### src/rtl/netd_pkg.sv
package netd_pkg;
    localparam int BEAT_W     = 64;
    localparam int NB_W       = 4;
    localparam int HDR_WORDS  = 10;
    localparam int TX_BEATS   = 9;
    localparam int TX_LAST_NB = 2;
    localparam int FRAME_W    = BEAT_W * TX_BEATS;
    localparam logic [15:0] ETYPE_IP4 = 16'h0800;
    localparam logic [15:0] ETYPE_ARP = 16'h0806;

    // ones'-complement checksum over a 20-byte IPv4 header (checksum field zero)
    function automatic logic [15:0] ones_fold(input logic [16*HDR_WORDS-1:0] hdr);
        logic [31:0] acc;
        acc = '0;
        for (int i = 0; i < HDR_WORDS; i++)
            acc = acc + {16'h0, hdr[16*HDR_WORDS-1-16*i -: 16]};
        acc = {16'h0, acc[15:0]} + {16'h0, acc[31:16]};
        acc = {16'h0, acc[15:0]} + {16'h0, acc[31:16]};
        return ~acc[15:0];
    endfunction
endpackage

### src/rtl/netrx_parse.sv
module netrx_parse
    import netd_pkg::*;
#(
    parameter logic [47:0] LOCAL_MAC  = 48'h02_00_00_00_00_2A,
    parameter logic [31:0] LOCAL_IP   = 32'hC0A8_0A0A,
    parameter logic [15:0] ENG_PORT_A = 16'd49000,
    parameter logic [15:0] ENG_PORT_B = 16'd49001
) (
    input  logic              clk,
    input  logic              rst_n,
    input  logic              rx_valid,
    input  logic [BEAT_W-1:0] rx_data,
    input  logic [NB_W-1:0]   rx_nbytes,
    input  logic              rx_last,
    output logic              eng_valid,
    output logic              app_valid,
    output logic [BEAT_W-1:0] pl_data,
    output logic [NB_W-1:0]   pl_nbytes,
    output logic              pl_last,
    output logic              arp_hit,
    output logic [47:0]       peer_mac,
    output logic [31:0]       peer_ip
);
    localparam int CNT_W = 4;
    localparam logic [CNT_W-1:0] CNT_MAX = '1;

    typedef struct packed {
        logic [CNT_W-1:0]  cnt;
        logic              drop;
        logic              bc;
        logic              is_arp;
        logic              to_eng;
        logic [47:0]       sha;
        logic [31:0]       spa;
        logic [47:0]       hold;
        logic              flush;
        logic [NB_W-1:0]   flush_nb;
        logic [47:0]       peer_mac;
        logic [31:0]       peer_ip;
        logic              arp_hit;
        logic              eng_v;
        logic              app_v;
        logic [BEAT_W-1:0] pdata;
        logic [NB_W-1:0]   pnb;
        logic              plast;
    } rx_st_t;

    rx_st_t st_q, st_d;

    always_comb begin
        st_d         = st_q;
        st_d.eng_v   = 1'b0;
        st_d.app_v   = 1'b0;
        st_d.plast   = 1'b0;
        st_d.arp_hit = 1'b0;
        if (st_q.flush) begin
            st_d.flush = 1'b0;
            st_d.pdata = {st_q.hold, 16'h0};
            st_d.pnb   = st_q.flush_nb;
            st_d.plast = 1'b1;
            st_d.eng_v = st_q.to_eng;
            st_d.app_v = !st_q.to_eng;
        end
        if (rx_valid) begin
            if (st_q.cnt != CNT_MAX) st_d.cnt = st_q.cnt + 1'b1;
            case (st_q.cnt)
                4'd0: begin
                    st_d.bc     = (rx_data[63:16] == 48'hFFFF_FFFF_FFFF);
                    st_d.drop   = !(rx_data[63:16] == LOCAL_MAC || st_d.bc);
                    st_d.is_arp = 1'b0;
                end
                4'd1: begin
                    if (rx_data[31:16] == ETYPE_ARP) st_d.is_arp = 1'b1;
                    else if (rx_data[31:16] != ETYPE_IP4 || rx_data[15:8] != 8'h45 || st_q.bc)
                        st_d.drop = 1'b1;
                end
                4'd2: begin
                    if (st_q.is_arp) begin
                        if (rx_data[31:16] != 16'h0001) st_d.drop = 1'b1;
                        st_d.sha[47:32] = rx_data[15:0];
                    end else if (rx_data[29] || rx_data[28:16] != '0 || rx_data[7:0] != 8'd17) begin
                        st_d.drop = 1'b1;
                    end
                end
                4'd3: begin
                    if (st_q.is_arp) begin
                        st_d.sha[31:0] = rx_data[63:32];
                        st_d.spa       = rx_data[31:0];
                    end else if (rx_data[15:0] != LOCAL_IP[31:16]) begin
                        st_d.drop = 1'b1;
                    end
                end
                4'd4: begin
                    if (st_q.is_arp) begin
                        if (rx_data[15:0] != LOCAL_IP[31:16]) st_d.drop = 1'b1;
                    end else begin
                        if (rx_data[63:48] != LOCAL_IP[15:0]) st_d.drop = 1'b1;
                        st_d.to_eng = (rx_data[31:16] == ENG_PORT_A) ||
                                      (rx_data[31:16] == ENG_PORT_B);
                    end
                end
                4'd5: begin
                    if (st_q.is_arp) begin
                        if (!st_q.drop && rx_data[63:48] == LOCAL_IP[15:0]) begin
                            st_d.peer_mac = st_q.sha;
                            st_d.peer_ip  = st_q.spa;
                            st_d.arp_hit  = 1'b1;
                        end
                        st_d.drop = 1'b1;
                    end else if (!st_q.drop) begin
                        st_d.hold = rx_data[47:0];
                        if (rx_last && rx_nbytes > 4'd2) begin
                            st_d.pdata = {rx_data[47:0], 16'h0};
                            st_d.pnb   = rx_nbytes - 4'd2;
                            st_d.plast = 1'b1;
                            st_d.eng_v = st_q.to_eng;
                            st_d.app_v = !st_q.to_eng;
                        end
                    end
                end
                default: begin
                    if (!st_q.drop && !st_q.is_arp) begin
                        st_d.pdata = {st_q.hold, rx_data[63:48]};
                        st_d.eng_v = st_q.to_eng;
                        st_d.app_v = !st_q.to_eng;
                        st_d.hold  = rx_data[47:0];
                        if (rx_last && rx_nbytes <= 4'd2) begin
                            st_d.pnb   = 4'd6 + rx_nbytes;
                            st_d.plast = 1'b1;
                        end else begin
                            st_d.pnb = 4'd8;
                            if (rx_last) begin
                                st_d.flush    = 1'b1;
                                st_d.flush_nb = rx_nbytes - 4'd2;
                            end
                        end
                    end
                end
            endcase
            if (rx_last) st_d.cnt = '0;
        end
    end

    always_ff @(posedge clk or negedge rst_n) begin
        if (!rst_n) st_q <= '0;
        else        st_q <= st_d;
    end

    assign eng_valid = st_q.eng_v;
    assign app_valid = st_q.app_v;
    assign pl_data   = st_q.pdata;
    assign pl_nbytes = st_q.pnb;
    assign pl_last   = st_q.plast;
    assign arp_hit   = st_q.arp_hit;
    assign peer_mac  = st_q.peer_mac;
    assign peer_ip   = st_q.peer_ip;

    // only the closing payload beat may be partial
    a_r5_full_inner: assert property (@(posedge clk) disable iff (!rst_n)
        ((st_q.eng_v || st_q.app_v) && !st_q.plast) |-> (st_q.pnb == 4'd8));
    // a pending remainder is always delivered next cycle as the final beat
    a_r5_flush_emits: assert property (@(posedge clk) disable iff (!rst_n)
        st_q.flush |=> ((st_q.eng_v || st_q.app_v) && st_q.plast && st_q.pnb != 4'd0));
    // the stored peer only changes together with an accepted ARP request
    a_r6_peer_hold: assert property (@(posedge clk) disable iff (!rst_n)
        1'b1 |=> ($stable(st_q.peer_ip) || st_q.arp_hit));
endmodule

### src/rtl/nettx_build.sv
module nettx_build
    import netd_pkg::*;
#(
    parameter logic [47:0] LOCAL_MAC  = 48'h02_00_00_00_00_2A,
    parameter logic [31:0] LOCAL_IP   = 32'hC0A8_0A0A,
    parameter logic [15:0] ENG_PORT_A = 16'd49000
) (
    input  logic              clk,
    input  logic              rst_n,
    input  logic              arp_req,
    input  logic [47:0]       peer_mac,
    input  logic [31:0]       peer_ip,
    input  logic              ack_start,
    input  logic [BEAT_W-1:0] ack_data,
    input  logic [15:0]       ack_dport,
    output logic              tx_busy,
    output logic              tx_valid,
    output logic [BEAT_W-1:0] tx_data,
    output logic [NB_W-1:0]   tx_nbytes,
    output logic              tx_last
);
    localparam int IDX_W = $clog2(TX_BEATS);
    localparam logic [IDX_W-1:0] LAST_IDX = IDX_W'(TX_BEATS - 1);
    localparam logic [15:0] IP_TOT_LEN  = 16'd52;
    localparam logic [15:0] UDP_LEN     = 16'd32;

    typedef struct packed {
        logic              busy;
        logic              kind_ack;
        logic [IDX_W-1:0]  idx;
        logic              arp_pend;
        logic [47:0]       dmac;
        logic [31:0]       dip;
        logic [BEAT_W-1:0] adata;
        logic [15:0]       aport;
        logic              v;
        logic [BEAT_W-1:0] data;
        logic [NB_W-1:0]   nb;
        logic              last;
    } tx_st_t;

    tx_st_t st_q, st_d;
    logic [16*HDR_WORDS-1:0] ip_hdr;
    logic [FRAME_W-1:0]      ack_frame, arp_frame, cur_frame;

    always_comb begin
        ip_hdr = {16'h4500, IP_TOT_LEN, 16'h0000, 16'h4000, 8'd64, 8'd17, 16'h0000,
                  LOCAL_IP, st_q.dip};
        ack_frame = {st_q.dmac, LOCAL_MAC, ETYPE_IP4,
                     ip_hdr[159:80], ones_fold(ip_hdr), ip_hdr[63:0],
                     ENG_PORT_A, st_q.aport, UDP_LEN, 16'h0000,
                     st_q.adata, 128'h0, 48'h0};
        arp_frame = {st_q.dmac, LOCAL_MAC, ETYPE_ARP,
                     16'h0001, ETYPE_IP4, 8'd6, 8'd4, 16'h0002,
                     LOCAL_MAC, LOCAL_IP, st_q.dmac, st_q.dip, 240'h0};
        cur_frame = st_q.kind_ack ? ack_frame : arp_frame;
    end

    always_comb begin
        st_d          = st_q;
        st_d.v        = 1'b0;
        st_d.last     = 1'b0;
        st_d.arp_pend = st_q.arp_pend | arp_req;
        if (st_q.busy) begin
            st_d.v    = 1'b1;
            st_d.data = cur_frame[FRAME_W-1-BEAT_W*int'(st_q.idx) -: BEAT_W];
            if (st_q.idx == LAST_IDX) begin
                st_d.nb   = NB_W'(TX_LAST_NB);
                st_d.last = 1'b1;
                st_d.busy = 1'b0;
                st_d.idx  = '0;
            end else begin
                st_d.nb  = NB_W'(BEAT_W / 8);
                st_d.idx = st_q.idx + 1'b1;
            end
        end else if (ack_start && !st_q.arp_pend) begin
            st_d.busy     = 1'b1;
            st_d.kind_ack = 1'b1;
            st_d.dmac     = peer_mac;
            st_d.dip      = peer_ip;
            st_d.adata    = ack_data;
            st_d.aport    = ack_dport;
        end else if (st_q.arp_pend || arp_req) begin
            st_d.busy     = 1'b1;
            st_d.kind_ack = 1'b0;
            st_d.arp_pend = 1'b0;
            st_d.dmac     = peer_mac;
            st_d.dip      = peer_ip;
        end
    end

    always_ff @(posedge clk or negedge rst_n) begin
        if (!rst_n) st_q <= '0;
        else        st_q <= st_d;
    end

    assign tx_busy   = st_q.busy | st_q.arp_pend;
    assign tx_valid  = st_q.v;
    assign tx_data   = st_q.data;
    assign tx_nbytes = st_q.nb;
    assign tx_last   = st_q.last;

    // a frame is emitted without gaps
    a_r11_contiguous: assert property (@(posedge clk) disable iff (!rst_n)
        (st_q.v && !st_q.last) |=> st_q.v);
    // frames are separated by an idle cycle
    a_r11_gap_after_last: assert property (@(posedge clk) disable iff (!rst_n)
        st_q.last |=> !st_q.v);
    // byte counts are 8 on inner beats and 2 on the closing beat
    a_r11_beat_size: assert property (@(posedge clk) disable iff (!rst_n)
        st_q.v |-> (st_q.last ? (st_q.nb == 4'd2) : (st_q.nb == 4'd8)));
    // a waiting ARP reply starts as soon as the transmitter is idle
    a_r10_pending_served: assert property (@(posedge clk) disable iff (!rst_n)
        (st_q.arp_pend && !st_q.busy) |=> (st_q.busy && !st_q.kind_ack));
endmodule

### src/rtl/netrx_dispatch.sv
module netrx_dispatch
    import netd_pkg::*;
#(
    parameter logic [47:0] LOCAL_MAC  = 48'h02_00_00_00_00_2A,
    parameter logic [31:0] LOCAL_IP   = 32'hC0A8_0A0A,
    parameter logic [15:0] ENG_PORT_A = 16'd49000,
    parameter logic [15:0] ENG_PORT_B = 16'd49001
) (
    input  logic              clk,
    input  logic              rst_n,
    input  logic              rx_valid,
    input  logic [BEAT_W-1:0] rx_data,
    input  logic [NB_W-1:0]   rx_nbytes,
    input  logic              rx_last,
    output logic              eng_valid,
    output logic              app_valid,
    output logic [BEAT_W-1:0] pl_data,
    output logic [NB_W-1:0]   pl_nbytes,
    output logic              pl_last,
    input  logic              ack_start,
    input  logic [BEAT_W-1:0] ack_data,
    input  logic [15:0]       ack_dport,
    output logic              tx_busy,
    output logic              tx_valid,
    output logic [BEAT_W-1:0] tx_data,
    output logic [NB_W-1:0]   tx_nbytes,
    output logic              tx_last
);
    logic        arp_hit;
    logic [47:0] peer_mac;
    logic [31:0] peer_ip;

    netrx_parse #(
        .LOCAL_MAC(LOCAL_MAC), .LOCAL_IP(LOCAL_IP),
        .ENG_PORT_A(ENG_PORT_A), .ENG_PORT_B(ENG_PORT_B)
    ) parse_i (
        .clk(clk), .rst_n(rst_n),
        .rx_valid(rx_valid), .rx_data(rx_data), .rx_nbytes(rx_nbytes), .rx_last(rx_last),
        .eng_valid(eng_valid), .app_valid(app_valid), .pl_data(pl_data),
        .pl_nbytes(pl_nbytes), .pl_last(pl_last),
        .arp_hit(arp_hit), .peer_mac(peer_mac), .peer_ip(peer_ip)
    );

    nettx_build #(
        .LOCAL_MAC(LOCAL_MAC), .LOCAL_IP(LOCAL_IP), .ENG_PORT_A(ENG_PORT_A)
    ) build_i (
        .clk(clk), .rst_n(rst_n),
        .arp_req(arp_hit), .peer_mac(peer_mac), .peer_ip(peer_ip),
        .ack_start(ack_start), .ack_data(ack_data), .ack_dport(ack_dport),
        .tx_busy(tx_busy), .tx_valid(tx_valid), .tx_data(tx_data),
        .tx_nbytes(tx_nbytes), .tx_last(tx_last)
    );

    // a payload beat never goes to both consumers
    a_r4_single_consumer: assert property (@(posedge clk) disable iff (!rst_n)
        $onehot0({eng_valid, app_valid}));
endmodule

### config.mk
export PLATFORM = sky130hd
export DESIGN_NAME = netrx_dispatch
export DESIGN_NICKNAME = d
export VERILOG_FILES = /design/src/rtl/netd_pkg.sv /design/src/rtl/netrx_parse.sv /design/src/rtl/nettx_build.sv /design/src/rtl/netrx_dispatch.sv
export SDC_FILE = /design/constraint.sdc
export NUM_CORES = 1
export LEC_CHECK = 0
export BUFFER_PORTS_ARGS = -buffer_cell sky130_fd_sc_hd__clkbuf_2
export CAP_MARGIN = 20
export CORE_MARGIN = 2
export CORE_UTILIZATION = 60
export CTS_BUF_LIST = sky130_fd_sc_hd__clkbuf_2
export DETAILED_ROUTE_END_ITERATION = 6
export MAX_ROUTING_LAYER = met4
export PLACE_DENSITY = 0.82
export REMOVE_ABC_BUFFERS = 1
export SKIP_CTS_REPAIR_TIMING = 1
export SLEW_MARGIN = 30
export SYNTH_ARGS = -nofsm -noshare
export SYNTH_HDL_FRONTEND = slang
export SYNTH_SLANG_ARGS = --single-unit
### constraint.sdc
create_clock -name clk -period 6.9 [get_ports clk]
set_input_delay 0.69 -clock clk [delete_from_list [all_inputs] [get_ports clk]]
set_output_delay 0.69 -clock clk [all_outputs]
set_load 0.005 [all_outputs]
Yosys cells after proc, flatten, opt, wreduce, memory -nomap -nowiden
Cells that the tools add are included.
Word-level totals
  logic and storage cells: 166
  flip-flop bits (word level): 530
  output and inout port bits: 142
Cells by class
  reductions and logical operators: 38
  shift-type cells: 1
  equality and inequality tests: 29
  order comparisons: 2
  multiplexer cells: 48
  bitwise operators: 8
  $add $sub $neg: 9
Operators with widths (number)
  $shiftx A639 B11 Y64: 1
  $mux W467: 1
  $mux W71: 5
  $mux W81: 4
  $mux W161: 1
  $mux W80: 2
  $mux W157: 1
  $pmux W71 S2: 1
  $mux W48: 2
  $pmux W48 S2: 1
  $mux W70: 1
  $mux W53: 1
  $eq A48 B42 Y1 const B: 1
  $eq A48 B48 Y1 const B: 1
  $add A32 B16 Y32: 1
  $eq A16 B12 Y1 const B: 2
  $eq A16 B16 Y1 const B: 2
  $ne A16 B12 Y1 const B: 2
  $mux W4: 5
  $add A17 B16 Y18 const A: 1
  $add A16 B16 Y17: 1
  $add A16 B16 Y16: 1
  $mux W1: 16
  $ne A16 B1 Y1 const B: 1
  other kinds (39): 80

Depth between registers and ports, before layout
  word-level depth: 8
  depth in mapped cells: 37
  depth with buffers taken out: 37

By module
Synthesis repeated with hierarchy kept, for this count alone.
Unflattened totals
  cell total of the unflattened synthesis: 2397
  area, all modules: 26639.3 um^2
By module, submodules not included
  netrx_parse: area an instance 13729.4 um^2, seq. area each 7332.0 um^2, cells an instance 1116, instances 1
  nettx_build: area an instance 12909.9 um^2, seq. area each 5880.6 um^2, cells an instance 1281, instances 1

Worst setup path after synthesis
Ideal clock, no wire load.
  path kind: register -> register
  start point: register build_i.st_q, in the netlist build_i.ack_frame[320]
  end point: register build_i.st_q, in the netlist build_i.tx_data[56]
  arrival time: 6303 ps
  path buffers: 0
  stages on the path, launching flop included: 38
  path slack: 516 ps
  cell sequence: dfrtp_1 inv_1 ha_1 inv_1 o21ai_0 nand2_1 nor3_1 xor2_1 ha_1 a21boi_0 o21a_2 a221o_2 a21o_1 a21oi_1 nor2b_1 o21ai_0 nand2b_1 xor2_1 [2 not listed] a21oi_1 nor3_2 nand2_1 nor3_1 nand4_1 nor2_1 and3_1 ha_1 ha_1 nand2_1 nor2_1 mux2i_1 or2_2 a21oi_1 nor3b_1 xnor2_1 nand2_1 a31oi_1
On the way
  longest elaborated chain between the ends: 7
Ends and longest elaborated chain
  from (decl): line nettx_build.sv:42  | tx_st_t st_q, st_d;
  from (signal assigned): line nettx_build.sv:94  | else st_q <= st_d;
  $add A17 B16 Y18: line netd_pkg.sv:16  | acc = acc + {16'h0, hdr[16*HDR_WORDS-1-16*i -: 16]};
  $add A32 B16 Y32: line netd_pkg.sv:16
  $add A16 B16 Y17: line netd_pkg.sv:17  | acc = {16'h0, acc[15:0]} + {16'h0, acc[31:16]};
  $add A16 B16 Y16: line netd_pkg.sv:18  | acc = {16'h0, acc[15:0]} + {16'h0, acc[31:16]};
  $not A16 Y16: line netd_pkg.sv:19  | return ~acc[15:0];
  $mux W467 *: line nettx_build.sv:56  | cur_frame = st_q.kind_ack ? ack_frame : arp_frame;
  $shiftx A639 B11 Y64 *: line nettx_build.sv:66  | st_d.data = cur_frame[FRAME_W-1-BEAT_W*int'(st_q.idx) -: BEAT_W];
Mark *: on every way between the ends. The rest lies on a longest branch, timed or not.
A chain may end at the register's enable or synchronous reset.

Worst setup path after layout
  start point: register build_i.st_q, in the netlist build_i.ack_frame[320]
  end point: register build_i.st_q, in the netlist build_i.tx_data[62]
Same word-level chain as after synthesis.

==> metrics.md <==
| Metric | Value |
|---|---|
| Reg area | between 0.01 and 0.015 mm² |
| Cells after Synth | between 2000 and 2500 |
| Crit-path max FO | 5 |
| Worst R2R Setup Slack | 0.48 ns |
| Post-synth EDFFs | 0 |
| Final hold vios | 0 |
| Final Routed Wirelength | between 70 and 80 mm |
| Seq/Total Area, Yosys | 0.5190 |
| Multi-input gate area | about 0.011 mm² |
| CTS tree | built |
| Arrival @ worst endpoint | between 7 and 8 ns |
| Unique masters post-synth | 86 |
| DR DRC count | 4 |
| Slowest cell on crit path | dfrtp_1 |
| Hpwl dp | roughly 50 mm |
| Highest clock rate | around 160 MHz |
| Setup TNS | 0 ns |
| Synth async-reset ratio | 1.000 |
| Avg Vias per Cell | about 6.2 |
| Failing checks | DRC |
| Die Height | between 200 and 250 µm |
| Worst-skew pair later-pin latency | between 1 and 1.5 ns |
| Routed Antenna Nets | 0 |
| Netlist Area Pre-Place | 0.02546 mm² |
| Gp weighted congestion | 0.9955 |
| Worst setup SP type | register |
| Skew final | between 0.1 and 0.15 ns |
| CTS buffer count | 133 |
| Die area | about 0.044 mm² |
| P&R area growth vs syn | 16.56% |
| Top_reg_cell synth | dfrtp_1 |
| Max incr delay on CP | 0.39 ns |
| Largest net degree at the start of global routing | roughly 160 |
| Initial antenna violation count | 2 |
| Min-Delay Endpoint | build_i.ack_frame[285] |
| Fillers | approximately 2900 |
| Pwr Total | 9.192 mW |
| Std-Cell Rows | 75 |
| Max_slew headroom | 0.3568 |
| Worst hold-check path type | in2reg |
| Final Non-Filler Cells | roughly 3200 |
| Inst Count DP | roughly 2900 |
| WP data required | between 8 and 9 ns |
| Reg-to-Reg End | build_i.tx_data[62] |
| Hold path startpoint | ack_dport[13] |
| Final period util | 0.9300 |
| Clk pin slew, worst setup/hold paths | roughly 0.17 ns |
| Initial Util | 0.6069 |
| Most common cell after layout, fill and taps aside | dfrtp_1 |
| Max cap viols | 0 |
| Boundary pin count | 295 |
| Flops & latches, synth | between 500 and 600 |
| Post-route cell area | roughly 0.030 mm² |
| Vias | approximately 20000 |
| First DRT Iteration DRCs | 2166 |
| RSZ-0062 raised after global routing | no |
| Mean Syn Cell Area | ~11 µm² |
| Deepest clock path buffer count | 3 |
| Wirelength per Cell | ~24 µm |
| P per Cell Area | between 300 and 400 mW/mm² |
| Final setup fails | 0 |
| Number of port buffers | a little under 300 |
| Placed inst area | between 0.02 and 0.03 mm² |
| Reg-to-Reg Start | build_i.ack_frame[320] |
| Chip width | between 200 and 250 µm |
| Most frequent cells in the layout | dfrtp_1, clkbuf_2, mux2_2 |
| R2R depth | 37 |
| Slew @ Worst Pin | 0.9648 ns |
| P_leak | 14.74 nW |
| Fin crit period | roughly 6.4 ns |
| Hold Path Depth | 3 |
| Global-route wire length before repair | around 110 mm |
| Status | complete, but fails checks |
| Crit path capture type | register |
| Core footprint | 0.04195 mm² |
| Pins Over Slew Limit | 0 |
| Clock Sinks | ~530 |
| Grt total ovfl | 0 |
| Final nets | 2809 |
| Peak supply drop | approximately 0.18 mV |
| DRT Pass-1 Iters | 7 |
| H-tree level count | 4 |
| Share of cells above drive strength 1 | 0.3691 |
| Root buf cell | clkbuf_2 |
| GRT Util Overall | 0.3345 |
| Setup Crit Path Kind | reg2reg |
| Vias in the first global route | about 19000 |
| Ys Warns | 0 |
[worst max path at each step]
stage,startpoint,to,slack (ns),cells past startpoint
3_5_place_dp,build_i.ack_frame[321],build_i.tx_data[56],0.05,38
6_report,build_i.ack_frame[320],build_i.tx_data[62],0.48,37
5_1_grt,build_i.ack_frame[320],build_i.tx_data[62],0.03,37
2_1_floorplan,rx_data[48],parse_i.peer_ip[0],0.11,5
3_3_place_gp,build_i.ack_frame[327],build_i.tx_data[56],0.20,33
4_1_cts,build_i.ack_frame[327],build_i.tx_data[62],-0.01,34
[cells by family after synthesis]
logic type / count (synthesis) / synth area share
compound gates: 451 / 0.1103
mux: 438 / 0.1907
fa+ha+maj: 34 / 0.01701
simple gates: 420 / 0.07923
xor+xnor: 53 / 0.01912
buf+inv: 297 / 0.06444
other cells: 1 / 0.0001473
flops: 528 / 0.5190
[synthesized netlist by cell type, types with 29 or more instances]
cell,n,share of area
nor2_1,105,0.015
clkbuf_1,98,0.014
buf_4,136,0.040
mux2i_1,63,0.025
xnor2_1,33,0.011
inv_1,42,0.0062
o21ai_0,130,0.026
o22ai_1,39,0.0096
nand2_1,146,0.022
nor3_1,34,0.0067
ha_1,29,0.014
a22oi_1,59,0.017
a21oi_1,119,0.023
mux2_2,369,0.16
dfrtp_1,528,0.52
[layer usage]
layer | vias to the layer above | wire length, µm | track usage
li1 | 8694 | - | -
met1 | 10110 | 30980 | 0.4544
met5 | - | 0 | -
met3 | 219 | 7065 | 0.07867
met2 | 1183 | 36980 | 0.4964
met4 | 0 | 2426 | 0.1201
[power by group]
part | total [mW] | internal [mW] | switching, mW
logic | 2.92 | 1.15 | 1.76
clock network | 2.16 | 0.840 | 1.32
registers | 4.12 | 3.66 | 0.456
[worst max-delay path, delay by kind of cell (launching register included)]
family / cells / cell delay, ns
XOR/XNOR: 3 / 0.51
AO/OA/AOI/OAI: 11 / 2.00
adder cells (fa/ha/maj): 5 / 1.03
AND/OR/NAND/NOR: 15 / 2.06
flip-flops: 1 / 0.39
multiplexers: 1 / 0.09
buffers and inverters: 2 / 0.29
[flip-flops by register name, summed over array words and instances (netlist names)]
name               count
parse_i.pl_data       64
build_i.tx_data       64
build_i.tx_nbytes      2
build_i.tx_valid       1
parse_i.app_valid      1
parse_i.pl_last        1
parse_i.peer_ip       32
parse_i.arp_hit        1
parse_i.st_q         141
parse_i.eng_valid      1
parse_i.pl_nbytes      4
parse_i.peer_mac      48
build_i.st_q           7
build_i.tx_last        1
build_i.ack_frame    160
[cell type report]
| type | instances | area share |
|---|---|---|
| Sequential cell | 528 | 0.4454 |
| Multi-Input combinational cell | 1398 | 0.3650 |
| Timing Repair Buffer | 521 | 0.1228 |
| Clock buffer | 177 | 0.02986 |
| Tap cell | 539 | 0.02273 |
| Clock inverter | 34 | 0.008603 |
| Inverter | 43 | 0.005440 |
| Antenna cell | 2 | 0.0001687 |
[per-stage QoR]
stage	setup WS [ns]	hold WS (ns)	util
final	0.4827	0.1519	0.7074
after global routing	0.02651	0.05922	0.7074
after CTS	-0.01084	-0.6734	0.6649
after detailed placement	0.05404	0.4684	0.6377
after global placement	0.2050	0.4658	0.6369
after floorplan	0.1093	0.3944	-
Power figures use the tool's default switching activity.
